**src/rtl/adc_rd_pkg.sv**
```systemverilog
package adc_rd_pkg;

    localparam longint unsigned SCLK_FMAX_HZ = 64'd12_000_000;
    localparam longint unsigned SCLK_FMIN_HZ = 64'd10_000;

    typedef enum logic [2:0] {
        ST_IDLE,
        ST_SETUP,
        ST_LOW,
        ST_HIGH,
        ST_GAP
    } rd_state_e;

    typedef struct packed {
        logic cs_n;
        logic sclk;
    } bus_pins_t;

    function automatic int unsigned max2(int unsigned a, int unsigned b);
        return (a > b) ? a : b;
    endfunction

    // Half period in system cycles, kept inside the legal serial clock band.
    function automatic int unsigned clamp_half(int unsigned clk_hz, int unsigned req);
        longint unsigned lo;
        longint unsigned hi;
        longint unsigned r;
        lo = (longint'(clk_hz) + 2 * SCLK_FMAX_HZ - 1) / (2 * SCLK_FMAX_HZ);
        hi = longint'(clk_hz) / (2 * SCLK_FMIN_HZ);
        if (lo == 0) lo = 1;
        if (hi < lo) hi = lo;
        r = longint'(req);
        if (r < lo) r = lo;
        if (r > hi) r = hi;
        return int'(r);
    endfunction

endpackage

```
**src/rtl/adc_rd_timer.sv**
```systemverilog
module adc_rd_timer #(
    parameter int unsigned W = 8
) (
    input  logic         clk,
    input  logic         rst,
    input  logic         load,
    input  logic [W-1:0] load_val,
    output logic         zero
);
    logic [W-1:0] cnt_q;

    always_ff @(posedge clk) begin
        if (rst)
            cnt_q <= '0;
        else if (load)
            cnt_q <= load_val;
        else if (cnt_q != '0)
            cnt_q <= cnt_q - 1'b1;
    end

    assign zero = (cnt_q == '0);
endmodule

```
**src/rtl/adc_rd_shift.sv**
```systemverilog
module adc_rd_shift #(
    parameter int unsigned N = 16
) (
    input  logic         clk,
    input  logic         rst,
    input  logic         en,
    input  logic         din,
    output logic [N-1:0] q
);
    always_ff @(posedge clk) begin
        if (rst)
            q <= '0;
        else if (en)
            q <= {q[N-2:0], din};
    end
endmodule

```
**src/rtl/adc_rd_ctrl.sv**
```systemverilog
module adc_rd_ctrl #(
    parameter int unsigned CLK_HZ     = 200_000_000,
    parameter int unsigned SCLK_HALF  = 10,
    parameter int unsigned SETUP_CYC  = 2,
    parameter int unsigned CSH_CYC    = 2,
    parameter int unsigned REL_CYC    = 5,
    parameter int unsigned QUIET_CYC  = 10,
    parameter int unsigned FRAME_BITS = 16,
    parameter int unsigned DATA_BITS  = 12
) (
    input  logic                 clk,
    input  logic                 rst,
    input  logic                 trig,
    input  logic                 sdata_i,
    output logic                 cs_n_o,
    output logic                 sclk_o,
    output logic                 busy_o,
    output logic                 valid_o,
    output logic [DATA_BITS-1:0] data_o
);
    import adc_rd_pkg::*;

    localparam int unsigned HALF_EFF = clamp_half(CLK_HZ, SCLK_HALF);
    localparam int unsigned POST_CYC = max2(REL_CYC + QUIET_CYC, CSH_CYC);
    localparam int unsigned TMAX     = max2(max2(HALF_EFF, POST_CYC), SETUP_CYC);
    localparam int unsigned CW       = $clog2(TMAX + 1);
    localparam int unsigned BW       = $clog2(FRAME_BITS + 1);

    rd_state_e          st_q, st_d;
    bus_pins_t          pins_q, pins_d;
    logic               pend_q;
    logic [BW-1:0]      bits_q;
    logic               t_load;
    logic [CW-1:0]      t_val;
    logic               t_zero;
    logic               capture;
    logic               last_bit;
    logic               frame_done;
    logic [FRAME_BITS-1:0] shreg;
    logic               valid_q;
    logic [DATA_BITS-1:0] data_q;

    adc_rd_timer #(.W(CW)) timer_i (
        .clk      (clk),
        .rst      (rst),
        .load     (t_load),
        .load_val (t_val),
        .zero     (t_zero)
    );

    adc_rd_shift #(.N(FRAME_BITS)) shift_i (
        .clk (clk),
        .rst (rst),
        .en  (capture),
        .din (sdata_i),
        .q   (shreg)
    );

    assign last_bit   = (bits_q == BW'(FRAME_BITS));
    assign capture    = (st_q == ST_LOW) && t_zero;
    assign frame_done = (st_q == ST_HIGH) && t_zero && last_bit;

    always_comb begin
        st_d   = st_q;
        t_load = 1'b0;
        t_val  = '0;
        unique case (st_q)
            ST_IDLE: if (trig || pend_q) begin
                st_d   = ST_SETUP;
                t_load = 1'b1;
                t_val  = CW'(SETUP_CYC - 1);
            end
            ST_SETUP: if (t_zero) begin
                st_d   = ST_LOW;
                t_load = 1'b1;
                t_val  = CW'(HALF_EFF - 1);
            end
            ST_LOW: if (t_zero) begin
                st_d   = ST_HIGH;
                t_load = 1'b1;
                t_val  = CW'(HALF_EFF - 1);
            end
            ST_HIGH: if (t_zero) begin
                t_load = 1'b1;
                if (last_bit) begin
                    st_d  = ST_GAP;
                    t_val = CW'(POST_CYC - 1);
                end else begin
                    st_d  = ST_LOW;
                    t_val = CW'(HALF_EFF - 1);
                end
            end
            ST_GAP: if (t_zero) st_d = ST_IDLE;
            default: st_d = ST_IDLE;
        endcase
    end

    always_comb begin
        pins_d.cs_n = !(st_d == ST_SETUP || st_d == ST_LOW || st_d == ST_HIGH);
        pins_d.sclk = (st_d != ST_LOW);
    end

    always_ff @(posedge clk) begin
        if (rst) begin
            st_q    <= ST_IDLE;
            pins_q  <= '{cs_n: 1'b1, sclk: 1'b1};
            pend_q  <= 1'b0;
            bits_q  <= '0;
            valid_q <= 1'b0;
            data_q  <= '0;
        end else begin
            st_q    <= st_d;
            pins_q  <= pins_d;
            valid_q <= frame_done;
            if (frame_done)
                data_q <= shreg[DATA_BITS-1:0];
            if (st_q == ST_IDLE)
                pend_q <= 1'b0;
            else if (trig)
                pend_q <= 1'b1;
            if (st_q == ST_SETUP)
                bits_q <= '0;
            else if (capture)
                bits_q <= bits_q + 1'b1;
        end
    end

    assign cs_n_o  = pins_q.cs_n;
    assign sclk_o  = pins_q.sclk;
    assign busy_o  = (st_q != ST_IDLE) || pend_q;
    assign valid_o = valid_q;
    assign data_o  = data_q;
endmodule

```
**config.mk**
```make
export PLATFORM = sky130hd
export DESIGN_NAME = adc_rd_ctrl
export DESIGN_NICKNAME = d
export VERILOG_FILES = /design/src/rtl/adc_rd_pkg.sv /design/src/rtl/adc_rd_timer.sv /design/src/rtl/adc_rd_shift.sv /design/src/rtl/adc_rd_ctrl.sv
export SDC_FILE = /design/constraint.sdc
export NUM_CORES = 1
export LEC_CHECK = 0
export BUFFER_PORTS_ARGS = -buffer_cell sky130_fd_sc_hd__buf_2
export CORE_MARGIN = 5
export CORE_UTILIZATION = 55
export CTS_CLUSTER_SIZE = 20
export DETAILED_ROUTE_END_ITERATION = 16
export PLACE_DENSITY_LB_ADDON = 0.25
export SLEW_MARGIN = 15
export SYNTH_ARGS = -nofsm -noshare
export SYNTH_HDL_FRONTEND = slang
export SYNTH_SLANG_ARGS = --single-unit
```
**constraint.sdc**
```tcl
create_clock -name clk -period 2.7 [get_ports clk]
set_input_delay 0.27 -clock clk [delete_from_list [all_inputs] [get_ports clk]]
set_output_delay 0.27 -clock clk [all_outputs]
set_load 0.03 [all_outputs]
```
==> Yosys cells after proc, flatten, opt, wreduce, memory -nomap -nowiden <==
Cells that the tools add are included.
Widths: inputs -> output; s select.
{ "word_totals": {"regBits": 40, "wordCells": 54, "out_inout_bits": 16} }
{ "classes": {"add_sub_neg": 2, "n_reduce_logical": 17, "muxes": 17, "n_eq_ne": 9} }
{ "op_table": {"columns": ["operator", "n"], "rows": [
  ["$mux 3", 7],
  ["$mux 4", 4],
  ["$pmux 3 s5", 1],
  ["$eq 3x2->1 const B", 4],
  ["$pmux 4 s3", 1],
  ["$eq 3x1->1 const B", 2],
  ["$reduce_or 2->1", 3],
  ["$add 5x1->5 const B", 1],
  ["$eq 5x5->1 const B", 1],
  ["$logic_not 4->1", 1],
  ["$logic_or 1x1->1", 4],
  ["$reduce_bool 4->1", 1],
  ["$sub 4x1->4 const B", 1],
  ["$eq 3x3->1 const B", 1],
  ["$logic_and 1x1->1", 3],
  ["$logic_not 3->1", 1],
  ["$mux 1", 3],
  ["$ne 3x2->1 const B", 1],
  ["$reduce_bool 3->1", 1],
  ["$reduce_or 3->1", 1],
  ["$pmux 1 s2", 1],
  ["$reduce_bool 2->1", 1],
  ["$logic_not 1->1", 1]
]} }

==> Longest topological paths before layout <==
{ "logic_depth": {"word_depth": 8, "ltp_mapped": 9} }

==> Hierarchy <==
Synthesis repeated with hierarchy kept, for this count alone.
{ "unflattened": {"hier_cells": 211, "hier_area_um2": 1949.4} }
{ "modules_own_cells": {"columns": ["mod", "cells_each", "n_inst", "area_each_um2", "seq_area_each_um2"], "rows": [
  ["adc_rd_ctrl", 135, 1, 1139.8, 480.5],
  ["adc_rd_shift", 52, 1, 580.6, 320.3],
  ["adc_rd_timer", 24, 1, 229.0, 80.1]
]} }

==> Worst setup path before layout <==
OpenSTA, ideal clock, no wires.
{ "synth_timing": {"path_kind": "register to register", "startpoint": "register timer_i.cnt_q[0]", "endpoint": "register data_q[1] (netlist: data_o[1])", "arrival_ns": 1.849, "path_buffers": 3, "required_ns": 2.566, "path_stages_with_launch": 10, "path_slack_ns": 0.717, "setup_ns": 0.134, "cell_sequence": "dfxtp_1 -> inv_1 -> ha_1 -> or3b_1 -> buf_2 -> or4_4 -> buf_6 -> buf_6 -> nand2_1 -> a21oi_1"} }
{ "synth_between": {"elab_chain_cells": 3} }
{ "synth_rtl": {"columns": ["item", "line", "rtl"], "rows": [
  ["from (decl)", "adc_rd_timer.sv:10", "logic [W-1:0] cnt_q;"],
  ["from (signal assigned)", "adc_rd_timer.sv:16", "cnt_q <= load_val;"],
  ["from (signal assigned)", "adc_rd_timer.sv:18", "cnt_q <= cnt_q - 1'b1;"],
  ["$logic_not 4->1", "adc_rd_timer.sv:21", "assign zero = (cnt_q == '0);"],
  ["$logic_and 1x1->1 (2 in a row)", "adc_rd_ctrl.sv:61", "assign frame_done = (st_q == ST_HIGH) && t_zero && last_bit;"],
  ["to (signal assigned)", "adc_rd_ctrl.sv:116", "data_q <= shreg[DATA_BITS-1:0];"],
  ["to (decl)", "adc_rd_ctrl.sv:41", "logic [DATA_BITS-1:0] data_q;"]
]} }
No other way between the ends.
A chain may end at the register's enable or synchronous reset.

==> Worst setup path after layout <==
{ "layout_timing": {"startpoint": "register timer_i.cnt_q[0]", "endpoint": "register data_q[8] (netlist: data_o[8])"} }
The elaborated chain is that of the path after synthesis.

==> out/metrics.csv <==
metric,value,unit
status,"complete, no violations",
routability cong.,0.8514,
f_max,460.9,MHz
top-count cell post-synth,nand2_1,
Worst setup SP type,register,
CTS HTree Levels,2,
core box area,0.002805,mm²
Max-Cap Viols,0,
setup repair bufs after CTS,0,
Syn. warnings,0,
Final Hold Viols,0,
Final Cycle Share,80.35,%
antenna violations before repair,0,
share of cells above drive strength 1,15.35,%
Max clock buf depth,2,
"critical path, cell by cell",inv_1 -> ha_1 -> or3b_1 -> or4_4 -> nand2_1 -> a21oi_1,
WP data arrival,2.37,ns
CTS buffer count,5,
min Tclk post-route,2.169,ns
unrepaired setup endpoints after global routing,no,
register area,800.8,µm²
DRC,0,
mapped cell area,0.001638,mm²
Critical Path RT,2.90,ns
pwr dens,795.5,mW/mm²
Nets,221,
Initial DRT Pass Iterations,4,
Synth top area share,48.89,%
Post-DRT Antenna Nets,0,
TritonCTS clock tree,done,
#FFs+latches synth,40,
Initial Util,58.39,%
Final Skew,0.008449,ns
Clock Latency Late Sink,0.34,ns
CP max-delay cell,or4_4,
clock slew at reported path FFs,0.11,ns
largest net degree at the start of global routing,34,
Lkg Pwr,0.6662,nW
final WL,3088,µm
worst rel slew slack,60.69,%
asr flop ratio synth,0,%
"area leader, netlist",dfxtp_1,
syn_area_per_cell,8.230,µm²
Avg WL per Cell,12.55,µm
post-layout util,63.47,%
family with the most delay on the worst path,simple AND/OR/NAND/NOR gates,
# setup viols final,0,
multi-input logic area,749.5,µm²
count of different cell masters after synthesis,36,
dpl cells,238,
top-level port count,20,
Vias,1361,
first-pass GRT wire length,5430,µm
DRT iter0 DRCs,87,
full die area,0.004169,mm²
Worst VDD drop,0.3498,mV
die height,64.57,µm
fin. max-slew vios,0,
share of the yosys chip area belonging to registers,48.89,%
Clock Tree Root,clkbuf_4,
number of global-route vias before repair,1254,
P&R area growth vs syn,8.709,%
CP Buf/Inv Count,1,
Row Count,19,
antenna cells,0,
Crit path largest cell delay,0.68,ns
Post-synth EDFFs,0,
post-CTS sizing,0,
Critical Path End Type,register,
vias per inst,5.533,
fill count,239,
Syn Inst Count,199,
Chip Width,64.57,µm
setup TNS,0,ns
Sink Count,40,
syn nets,206,
DP Wirelength,2120,µm
Slew @ Worst Pin,0.5896,ns
Total GRT Usage,16.28,%
worst hold path class,input port to register,
worst-path maximum fanout,15,
synth top area cells,"dfxtp_1, nand2_1, a21oi_1",
most instantiated cells after synthesis,"nand2_1, dfxtp_1, a21oi_1, nor2_1, clkbuf_1",
IO buf count,19,
Post-CTS Hold Buffers,0,
final cell count without fillers,246,
total grt overflow,0,
Synth Flop Type,dfxtp_1,
Worst Setup Path Type,register to register,
-- per-stage QoR --
| step | power, mW | area (µm²) | hold WS (ns) | worst slack (ns) |
|---|---|---|---|---|
| global route | 1.512 | 1780 | 0.1524 | 0.4089 |
| floorplan | 1.033 | 1638 | 0.3416 | 0.7171 |
| finish | 1.416 | 1780 | 0.1709 | 0.5306 |
| CTS | 1.425 | 1780 | 0.1669 | 0.5401 |
| detailed placement | 1.119 | 1722 | 0.4441 | 0.5645 |
| global placement | 1.100 | 1722 | 0.4362 | 0.6375 |
-- final timing paths --
check	from	endpoint	slack, ns	cells past startpoint
worst max-delay path	timer_i.cnt_q[0]	data_o[8]	0.53	6
worst min-delay path	sdata_i	shift_i.q[0]	0.17	3
worst max register to register	timer_i.cnt_q[0]	data_o[8]	0.53	6
worst min register to register	data_o[4]	data_o[4]	0.46	2
-- sequential cells by signal, indices dropped and copies added, names as in the netlist --
name           count
bits_q             5
sclk_o             1
st_q               3
data_o            12
timer_i.cnt_q      4
cs_n_o             1
valid_o            1
shift_i.q         12
pend_q             1
-- worst register-to-register path, cell delays in order (launching register included) --
cell,delay (ns)
dfxtp_1,0.35
inv_1,0.06
ha_1,0.20
or3b_1,0.57
or4_4,0.68
nand2_1,0.11
a21oi_1,0.06
-- power by group --
part           switching [mW]  leakage [nW]  internal [mW]
clock                   0.179        0.0326          0.129
combinational           0.254         0.310          0.160
sequential             0.0572         0.324          0.638
-- cells by family (layout without fill, tap and decap cells) --
| group | Yosys count | after routing | synth area share (%) |
|---|---|---|---|
| compound gates | 43 | 43 | 15.43 |
| simple gates | 89 | 89 | 24.75 |
| xor+xnor | 5 | 5 | 2.674 |
| flops | 40 | 40 | 48.89 |
| buf+inv | 18 | 34 | 5.347 |
| mux | 1 | 1 | 0.6112 |
| fa+ha+maj | 3 | 3 | 2.292 |
-- area by class of cell --
type,instances,area share [%]
well taps,31,2.178
clock buffers,8,3.303
flip-flops and latches,40,44.98
multi-input cells,141,42.09
repair buffers,22,6.606
inverters,4,0.8433
-- layer usage --
metal | GRT usage (%) | part of all wire [%] | vias up
li1 | - | - | 696
met1 | 20.26 | 46 | 614
met2 | 26.93 | 46 | 42
met3 | 3.972 | 5.4 | 9
met4 | 6.860 | 2.0 | 0
met5 | 0 | 0 | -
-- cell usage in the layout, fill, tap and decap left out, types with 4 or more instances in the layout --
master	Yosys	routed
clkbuf_4	0	5
nor2_1	10	10
dfxtp_1	40	40
nor3_1	5	5
buf_2	4	19
inv_1	4	4
nand2_1	54	54
a21oi_1	30	30
No activity file was read; power rests on OpenSTA's default activity.
